File: config.mk
export PLATFORM = sky130hd
export DESIGN_NAME = perf_cnt_bank
export DESIGN_NICKNAME = d
export VERILOG_FILES = /design/src/rtl/pcb_pkg.sv /design/src/rtl/pcb_ctrl.sv /design/src/rtl/pcb_dpath.sv /design/src/rtl/perf_cnt_bank.sv
export SDC_FILE = /design/constraint.sdc
export NUM_CORES = 1
export LEC_CHECK = 0
export ABC_CLOCK_PERIOD_IN_PS = 3230
export BUFFER_PORTS_ARGS = -buffer_cell sky130_fd_sc_hd__buf_2
export CAP_MARGIN = 30
export CORE_MARGIN = 8
export CORE_UTILIZATION = 45
export CTS_BUF_LIST = sky130_fd_sc_hd__clkbuf_16
export CTS_CLUSTER_SIZE = 28
export DETAILED_ROUTE_END_ITERATION = 10
export SLEW_MARGIN = 20
export SYNTH_ARGS = -nofsm -noshare
export SYNTH_HDL_FRONTEND = slang
export SYNTH_HIERARCHICAL = 1
export SYNTH_SLANG_ARGS = --single-unit
File: constraint.sdc
create_clock -name clk -period 3.23 [get_ports clk]
set_input_delay 0 -clock clk [delete_from_list [all_inputs] [get_ports clk]]
set_output_delay 0 -clock clk [all_outputs]
set_load 0.02 [all_outputs]
File: src/rtl/pcb_pkg.sv
`timescale 1ns/1ps
package pcb_pkg;
  localparam int CP_W    = 8;
  localparam int EVT_W   = 8;
  localparam int REG_W   = 32;
  localparam int OVF_BIT = 0;
  localparam int CLR_BIT = 1;
  localparam int EN_BIT  = 2;
  localparam int CP_LSB  = 16;
  localparam int EVT_LSB = 24;

  // strobes from control to datapath, one per counter
  typedef struct packed {
    logic            load;
    logic            inc;
    logic [CP_W-1:0] cp;
  } cntStb_t;

  typedef struct packed {
    logic             en;
    logic             ovf;
    logic             halt;
    logic [CP_W-1:0]  cp;
    logic [EVT_W-1:0] evt;
  } ctrlState_t;
endpackage

File: src/rtl/pcb_ctrl.sv
`timescale 1ns/1ps
module pcb_ctrl
  import pcb_pkg::*;
#(
  parameter int NUM_CNT  = 5,
  parameter int NUM_EVT  = 8,
  parameter int HOST_IDX = 1,
  parameter int ADDR_W   = 4
) (
  input  logic                            clk,
  input  logic                            rstN,
  input  logic                            wrEn,
  input  logic [ADDR_W-1:0]               wrAddr,
  input  logic [REG_W-1:0]                wrData,
  input  logic [NUM_EVT-1:0]              evtIn,
  input  logic [NUM_CNT-1:0]              wrapVec,
  input  logic                            byteWrap,
  output cntStb_t [NUM_CNT-1:0]           stb,
  output logic [NUM_CNT-1:0][REG_W-1:0]   ctrlRd,
  output logic                            irq
);
  logic [NUM_CNT-1:0] ovfVec;

  for (genvar i = 0; i < NUM_CNT; i++) begin : g_reg
    ctrlState_t cfg;
    logic hit, evHit, hostWrap;

    assign hit      = wrEn && (wrAddr == ADDR_W'(i));
    assign hostWrap = (i == HOST_IDX) && byteWrap;

    if (i == 0) begin : g_cyc
      assign evHit = 1'b1;
    end else begin : g_evt
      always_comb begin
        evHit = 1'b0;
        for (int e = 0; e < NUM_EVT; e++)
          if (cfg.evt == EVT_W'(e)) evHit = evtIn[e];
      end
    end

    assign stb[i].inc  = cfg.en && !cfg.halt && evHit;
    assign stb[i].load = hit && wrData[CLR_BIT];
    assign stb[i].cp   = wrData[CP_LSB +: CP_W];

    always_ff @(posedge clk or negedge rstN) begin
      if (!rstN) begin
        cfg <= '0;
      end else if (hit) begin
        cfg.en   <= wrData[EN_BIT];
        cfg.cp   <= wrData[CP_LSB +: CP_W];
        cfg.evt  <= wrData[EVT_LSB +: EVT_W];
        cfg.ovf  <= (cfg.ovf && wrData[OVF_BIT]) || wrapVec[i] || hostWrap;
        cfg.halt <= wrData[CLR_BIT] ? 1'b0 : (cfg.halt || hostWrap);
      end else begin
        cfg.ovf  <= cfg.ovf || wrapVec[i] || hostWrap;
        cfg.halt <= cfg.halt || hostWrap;
      end
    end

    assign ctrlRd[i] = {cfg.evt, cfg.cp, 13'b0, cfg.en, 1'b0, cfg.ovf};
    assign ovfVec[i] = cfg.ovf;
  end

  assign irq = ovfVec[0];
endmodule

File: src/rtl/pcb_dpath.sv
`timescale 1ns/1ps
module pcb_dpath
  import pcb_pkg::*;
#(
  parameter int NUM_CNT  = 5,
  parameter int CNT_W    = 32,
  parameter int BYTE_W   = 8,
  parameter int HOST_IDX = 1
) (
  input  logic                          clk,
  input  logic                          rstN,
  input  cntStb_t [NUM_CNT-1:0]         stb,
  input  logic [BYTE_W-1:0]             byteIn,
  output logic [NUM_CNT-1:0][CNT_W-1:0] cntVal,
  output logic [CNT_W-1:0]              byteVal,
  output logic [NUM_CNT-1:0]            wrapVec,
  output logic                          byteWrap
);
  localparam int LOW_W = CNT_W - CP_W;

  for (genvar i = 0; i < NUM_CNT; i++) begin : g_cnt
    assign wrapVec[i] = stb[i].inc && !stb[i].load && (&cntVal[i]);

    always_ff @(posedge clk or negedge rstN) begin
      if (!rstN)             cntVal[i] <= '0;
      else if (stb[i].load)  cntVal[i] <= {stb[i].cp, {LOW_W{1'b0}}};
      else if (stb[i].inc)   cntVal[i] <= cntVal[i] + 1'b1;
    end
  end

  logic [CNT_W:0] byteSum;
  assign byteSum  = {1'b0, byteVal} + (CNT_W+1)'(byteIn);
  assign byteWrap = stb[HOST_IDX].inc && !stb[HOST_IDX].load && byteSum[CNT_W];

  always_ff @(posedge clk or negedge rstN) begin
    if (!rstN)                     byteVal <= '0;
    else if (stb[HOST_IDX].load)   byteVal <= {stb[HOST_IDX].cp, {LOW_W{1'b0}}};
    else if (stb[HOST_IDX].inc)    byteVal <= byteSum[CNT_W-1:0];
  end
endmodule

File: src/rtl/perf_cnt_bank.sv
`timescale 1ns/1ps
module perf_cnt_bank
  import pcb_pkg::*;
#(
  parameter int NUM_GEN  = 4,
  parameter int CNT_W    = 32,
  parameter int NUM_EVT  = 8,
  parameter int BYTE_W   = 8,
  parameter int HOST_IDX = 1,
  parameter int ADDR_W   = 4
) (
  input  logic               clk,
  input  logic               rstN,
  input  logic               wrEn,
  input  logic [ADDR_W-1:0]  wrAddr,
  input  logic [31:0]        wrData,
  input  logic [ADDR_W-1:0]  rdAddr,
  output logic [31:0]        rdData,
  input  logic [NUM_EVT-1:0] evtIn,
  input  logic [BYTE_W-1:0]  byteIn,
  output logic               irq
);
  localparam int NUM_CNT  = NUM_GEN + 1;
  localparam int CNT_BASE = 8;
  localparam int BYTE_ADR = CNT_BASE + NUM_CNT;

  cntStb_t [NUM_CNT-1:0]         stb;
  logic [NUM_CNT-1:0][REG_W-1:0] ctrlRd;
  logic [NUM_CNT-1:0][CNT_W-1:0] cntVal;
  logic [CNT_W-1:0]              byteVal;
  logic [NUM_CNT-1:0]            wrapVec;
  logic                          byteWrap;

  pcb_ctrl #(.NUM_CNT(NUM_CNT), .NUM_EVT(NUM_EVT), .HOST_IDX(HOST_IDX), .ADDR_W(ADDR_W)) u_ctrl (
    .clk(clk), .rstN(rstN), .wrEn(wrEn), .wrAddr(wrAddr), .wrData(wrData),
    .evtIn(evtIn), .wrapVec(wrapVec), .byteWrap(byteWrap),
    .stb(stb), .ctrlRd(ctrlRd), .irq(irq)
  );

  pcb_dpath #(.NUM_CNT(NUM_CNT), .CNT_W(CNT_W), .BYTE_W(BYTE_W), .HOST_IDX(HOST_IDX)) u_dpath (
    .clk(clk), .rstN(rstN), .stb(stb), .byteIn(byteIn),
    .cntVal(cntVal), .byteVal(byteVal), .wrapVec(wrapVec), .byteWrap(byteWrap)
  );

  always_comb begin
    rdData = '0;
    for (int i = 0; i < NUM_CNT; i++) begin
      if (rdAddr == ADDR_W'(i))            rdData = ctrlRd[i];
      if (rdAddr == ADDR_W'(CNT_BASE + i)) rdData = 32'(cntVal[i]);
    end
    if (rdAddr == ADDR_W'(BYTE_ADR))       rdData = 32'(byteVal);
  end
endmodule

======== After elaboration in Yosys (flattened, before gate mapping) ========
Index checks and enable logic that the tools add are counted.
storage, ports and cells
  flip-flop bits (word level) ............. 283
  bits of input ports ..................... 59
  output and inout port bits .............. 33
  word-level logic and storage cells ...... 202
cells by class
  add/subtract/negate cells ............... 6
  eq/ne operators ......................... 42
  multiplexer cells ....................... 61
  reduce and logical (&&, ||, !) cells .... 66
operators with widths
  operator                                                          count
  32-bit two-way mux                                                23
  32-bit by 1-bit adder with 32-bit output (second input constant)  5
  32-bit AND reduction                                              5
  8-bit by 3-bit == test with 1-bit output (second input constant)  16
  8-bit by 2-bit == test with 1-bit output (second input constant)  8
  32-bit by 8-bit adder with 33-bit output                          1
  1-bit two-way mux                                                 33
  8-bit by 1-bit == test with 1-bit output (second input constant)  4
  8-bit zero test                                                   4
  1-bit logical AND                                                 31
  4-bit == test (second input constant)                             6
  4-bit by 2-bit == test with 1-bit output (second input constant)  4
  1-bit logical OR                                                  13
  2-bit two-way mux                                                 5
  2-bit nonzero test                                                5
  4-bit by 1-bit == test with 1-bit output (second input constant)  2
  4-bit by 3-bit == test with 1-bit output (second input constant)  2
  4-bit zero test                                                   2
  1-bit zero test                                                   6

======== Depth between registers and ports, before layout ========
  word-level depth ........................ 15
  mapped depth ............................ 12

======== Hierarchy ========
The synthesis kept the hierarchy.
by module, submodules not included
  module         instances  cells each  area an instance (sq um)  sequential area each (sq um)
  pcb_dpath      1          1080        10104.7                   4804.6
  pcb_ctrl       1          397         4902.2                    2277.2
  perf_cnt_bank  1          566         3752.3                    0.0

======== Worst setup path after synthesis ========
No wires, ideal clock.
  path kind ............................... reg-to-reg
  start point ............................. reg u_ctrl.g_reg[3].cfg, in the netlist u_ctrl/ctrlRd[120]
  end point ............................... reg u_ctrl.g_reg[3].cfg, in the netlist u_ctrl/ctrlRd[96]
  data arrival time ....................... 2.768 ns
  required time ........................... 3.166 ns
  path slack .............................. 0.398 ns
  stages on the path, launching flop included .. 11
  buffers on the path ..................... 2
  clock period less this slack ............ 2.832 ns
  path through ............................ dfrtp_1 > clkbuf_1 > mux2i_1 > mux4_2 > nor2_1 > buf_2 > nand4_1 > nor4_2 > nand3_1 > nor4bb_1 > a21o_1
RTL lines
  item                line            source
  start: declaration  pcb_ctrl.sv:25  ctrlState_t cfg;

==> run summary <==
run status: finished clean
die area: 0.0485 mm²
final core utilization: 48.9%
CTS Root Cell: clkbuf_16
Max Transition Viols Final: 0
Die Span X: 220 µm
Via density: 6.07
dpl cells: 2,540
Reg-to-Reg Start: u_ctrl/ctrlRd[57]$_DFFE_PN0P_
worst setup margin: 233 ps
grt total ovfl: 0
global-route wire length before repair: 96,200 µm
Clk pwr share: 32.7%
power per cell area: 547 mW/mm²
Reg2Reg Depth: 9
finished layout cell area: 0.0203 mm²
top cells by count, synth: 283 x dfrtp_1, 231 x nor2_1, 143 x buf_4
final cycle utilization of the critical path: 92.8%
register area: 0.00708 mm²
synth-to-layout area growth: 8.30%
drt first-iter violations: 1,690
post-synth top area cell: dfrtp_1
placed cell areas: 0.0190 mm²
yosys warns: 6
max cap viols: 0
final wirelength: 63,200 µm
Detail Route Antenna Nets: 0
setup TNS: 0 ps
switch share: 34.3%
Starting Density: 45.1%
Cell Area, Synth: 0.0188 mm²
register area share after synthesis: 37.8%
actual slew at the worst max-slew pin: 954 ps
Die H: 220 µm
RSZ-0062 raised after global routing: false
worst hold path type: input port to register
Worst Skew: 22.6 ps
FF-to-FF End: u_dpath/cntVal[42]$_DFFE_PN0P_
Yosys cell types: 86
post-synthesis async set-or-reset flop share: 100%
RD Place Congestion: 0.925
CP Capture Point: u_dpath/cntVal[42]$_DFFE_PN0P_
power share of the combinational group: 22.5%
final hold violations: 0
largest net degree at the start of global routing: 92
initial antenna violation count: 3
relative slew slack: 35.9%
Global Route Usage Sum: 26.0%
Setup Fix Bufs, Post-CTS: 0
crit path DAT: 3390 ps
Max Buffers Root-to-Sink: 3
crit path kind: register to register
CTS HTree Levels: 2
Vias: 16,000
met3 Track Usage GR: 4.96%
min cycle time layout: 3000 ps
area of the multi-input gates: 0.0102 mm²
Main synth FF type: dfrtp_1
drt pass-1 iters: 8
PortBufs: 78
Post-synth EDFFs: 0
CTS tree: yes
pre-CTS setup slack: 282 ps
met2 GRT Util: 38.5%
wire length per cell: 24.0 µm
Finished Layout Cells: 2,632
reg2reg setup slack: 230 ps
vias in the first global route: 15,100
P_int: 7300 µW
final net count: 2,138
FP Rows: 75
CP Launch Type: register
CTS buffer count: 35
LEAKAGE: 0.00871 µW
#FFs+latches synth: 283
top post-synthesis cells by area: dfrtp_1 38%, buf_4 5.7%, mux2_2 5.6%
Synth Instances: 2,043
grt met1 use: 37.4%
Critical Path End Type: register
clock transition time at the flip-flop clock pins of the worst setup and hold paths: 60 ps
setup violators final: 0
Sink Count: 283
switching power: 3810 µW
worst vdd ir: 0.318 mV
top-area cell type share of the netlist area: 37.8%
CP required: 3620 ps
grt peak-use layer: met2
# IOs: 92
fmax: 334 MHz
CP startpoint: u_ctrl/ctrlRd[57]$_DFFE_PN0P_
Syn Area/Cell: 9.18 µm²
sequential share of power: 44.8%
layout cells sized above 1: 16.5%
worst-skew pair later-pin latency: 560 ps
DRC: 0
Max Fanout on Critical Path: 8
most numerous cell in the Yosys netlist: dfrtp_1
CORE AREA: 0.0416 mm²
post-detail-place hpwl: 45,600 µm
# fillers: 3,947
==> per-layer routing <==
layer  up-vias  wire, µm
met1      7940     28100
li1       7246         -
met5         -         0
met3       111      5210
met4         0      2470
met2       678     27500
==> placed cells by master, fill, tap and decap left out, types with 16 or more instances in the layout <==
| master | netlist | routed |
|---|---|---|
| a21oi_1 | 78 | 78 |
| a221o_1 | 20 | 20 |
| and3_1 | 26 | 26 |
| and3b_1 | 17 | 17 |
| and4_1 | 16 | 16 |
| buf_2 | 40 | 75 |
| buf_4 | 143 | 65 |
| clkbuf_16 | 0 | 36 |
| conb_1 | 1 | 70 |
| dfrtp_1 | 283 | 283 |
| dlygate4sd3_1 | 0 | 27 |
| inv_1 | 29 | 36 |
| mux2_2 | 93 | 93 |
| mux2i_1 | 43 | 43 |
| nand2_1 | 120 | 120 |
| nand2b_1 | 17 | 17 |
| nand3_1 | 55 | 55 |
| nand4_1 | 72 | 72 |
| nor2_1 | 231 | 227 |
| nor2b_1 | 32 | 30 |
| nor3_1 | 34 | 34 |
| nor4_1 | 35 | 35 |
| o21ai_0 | 129 | 129 |
| o221ai_1 | 18 | 18 |
| o22ai_1 | 29 | 29 |
| xnor2_1 | 59 | 59 |
| xor2_1 | 96 | 96 |
==> power groups by stage <==
stage / clock, µW / combinational [µW] / sequential [µW]
2_1_floorplan: 0 / 1920 / 4680
3_3_place_gp: 0 / 2370 / 4990
3_5_place_dp: 0 / 2430 / 5010
4_1_cts: 3710 / 2470 / 4950
5_1_grt: 3850 / 2720 / 5060
6_report: 3630 / 2490 / 4980
==> cell families (layout without fill, tap and decap cells) <==
family,count (synthesis),after routing,share of synthesized area [%]
mux,149,149,9.08
simple gates,730,730,20.3
xor+xnor,155,155,7.24
other cells,1,72,0.0200
buf+inv,285,264,9.45
compound gates,426,426,15.2
flops,283,283,37.8
fa+ha+maj,14,14,0.974
==> layout make-up <==
| type | instances | share of cell area, % |
|---|---|---|
| Clock buffer | 36 | 4.43 |
| Clock inverter | 27 | 0.659 |
| Antenna cell | 2 | 0.0246 |
| Inverter | 29 | 0.536 |
| Tap cell | 539 | 3.32 |
| Multi-Input combinational cell | 1544 | 50.2 |
| Sequential cell | 283 | 34.9 |
| Timing Repair Buffer | 172 | 6.00 |
==> flip-flops by register name, summed over array words and instances, names as in the netlist <==
signal and count:
u_dpath/cntVal 160, u_ctrl/ctrlRd 89, u_dpath/byteVal 32, u_ctrl/g.cfg 1, u_ctrl/irq 1
==> repair_timing <==
item	4_1_cts	5_1_grt
hold buffers	27	0
gates resized for setup	0	0
endpoints found under the hold margin	170	0
setup endpoints to repair	0	0
==> how the worst min path moves through the flow <==
stage                    from                             end  slack [ps]  cells after the start
finish              byteIn[4]  u_dpath/byteVal[4]$_DFFE_PN0P_          30                      5
global route        byteIn[4]  u_dpath/byteVal[4]$_DFFE_PN0P_          60                      5
CTS                 byteIn[4]  u_dpath/byteVal[4]$_DFFE_PN0P_           3                      5
detailed placement       rstN  u_dpath/cntVal[36]$_DFFE_PN0P_         100                      1
global placement         rstN  u_dpath/cntVal[36]$_DFFE_PN0P_         100                      1
floorplan                rstN  u_ctrl/ctrlRd[112]$_DFFE_PN0P_        -300                      0
==> stage by stage <==
stage	hold WS [ps]	total power [µW]
2_1_floorplan	-296	6600
3_5_place_dp	96.5	7440
6_report	31.3	11100
5_1_grt	64.8	11600
4_1_cts	3.43	11100
3_3_place_gp	96.0	7350
==> worst max-delay path, stage by stage (launching register included) <==
cell       delay [ps]
dfrtp_1           460
mux2_2            270
o2111ai_1         160
a211oi_4          500
buf_4             230
nand3_1           350
nor3_1            510
nand3_1           160
xor2_1            150
nor2_1             50
Note: power is estimated with default switching activity, not from simulation.
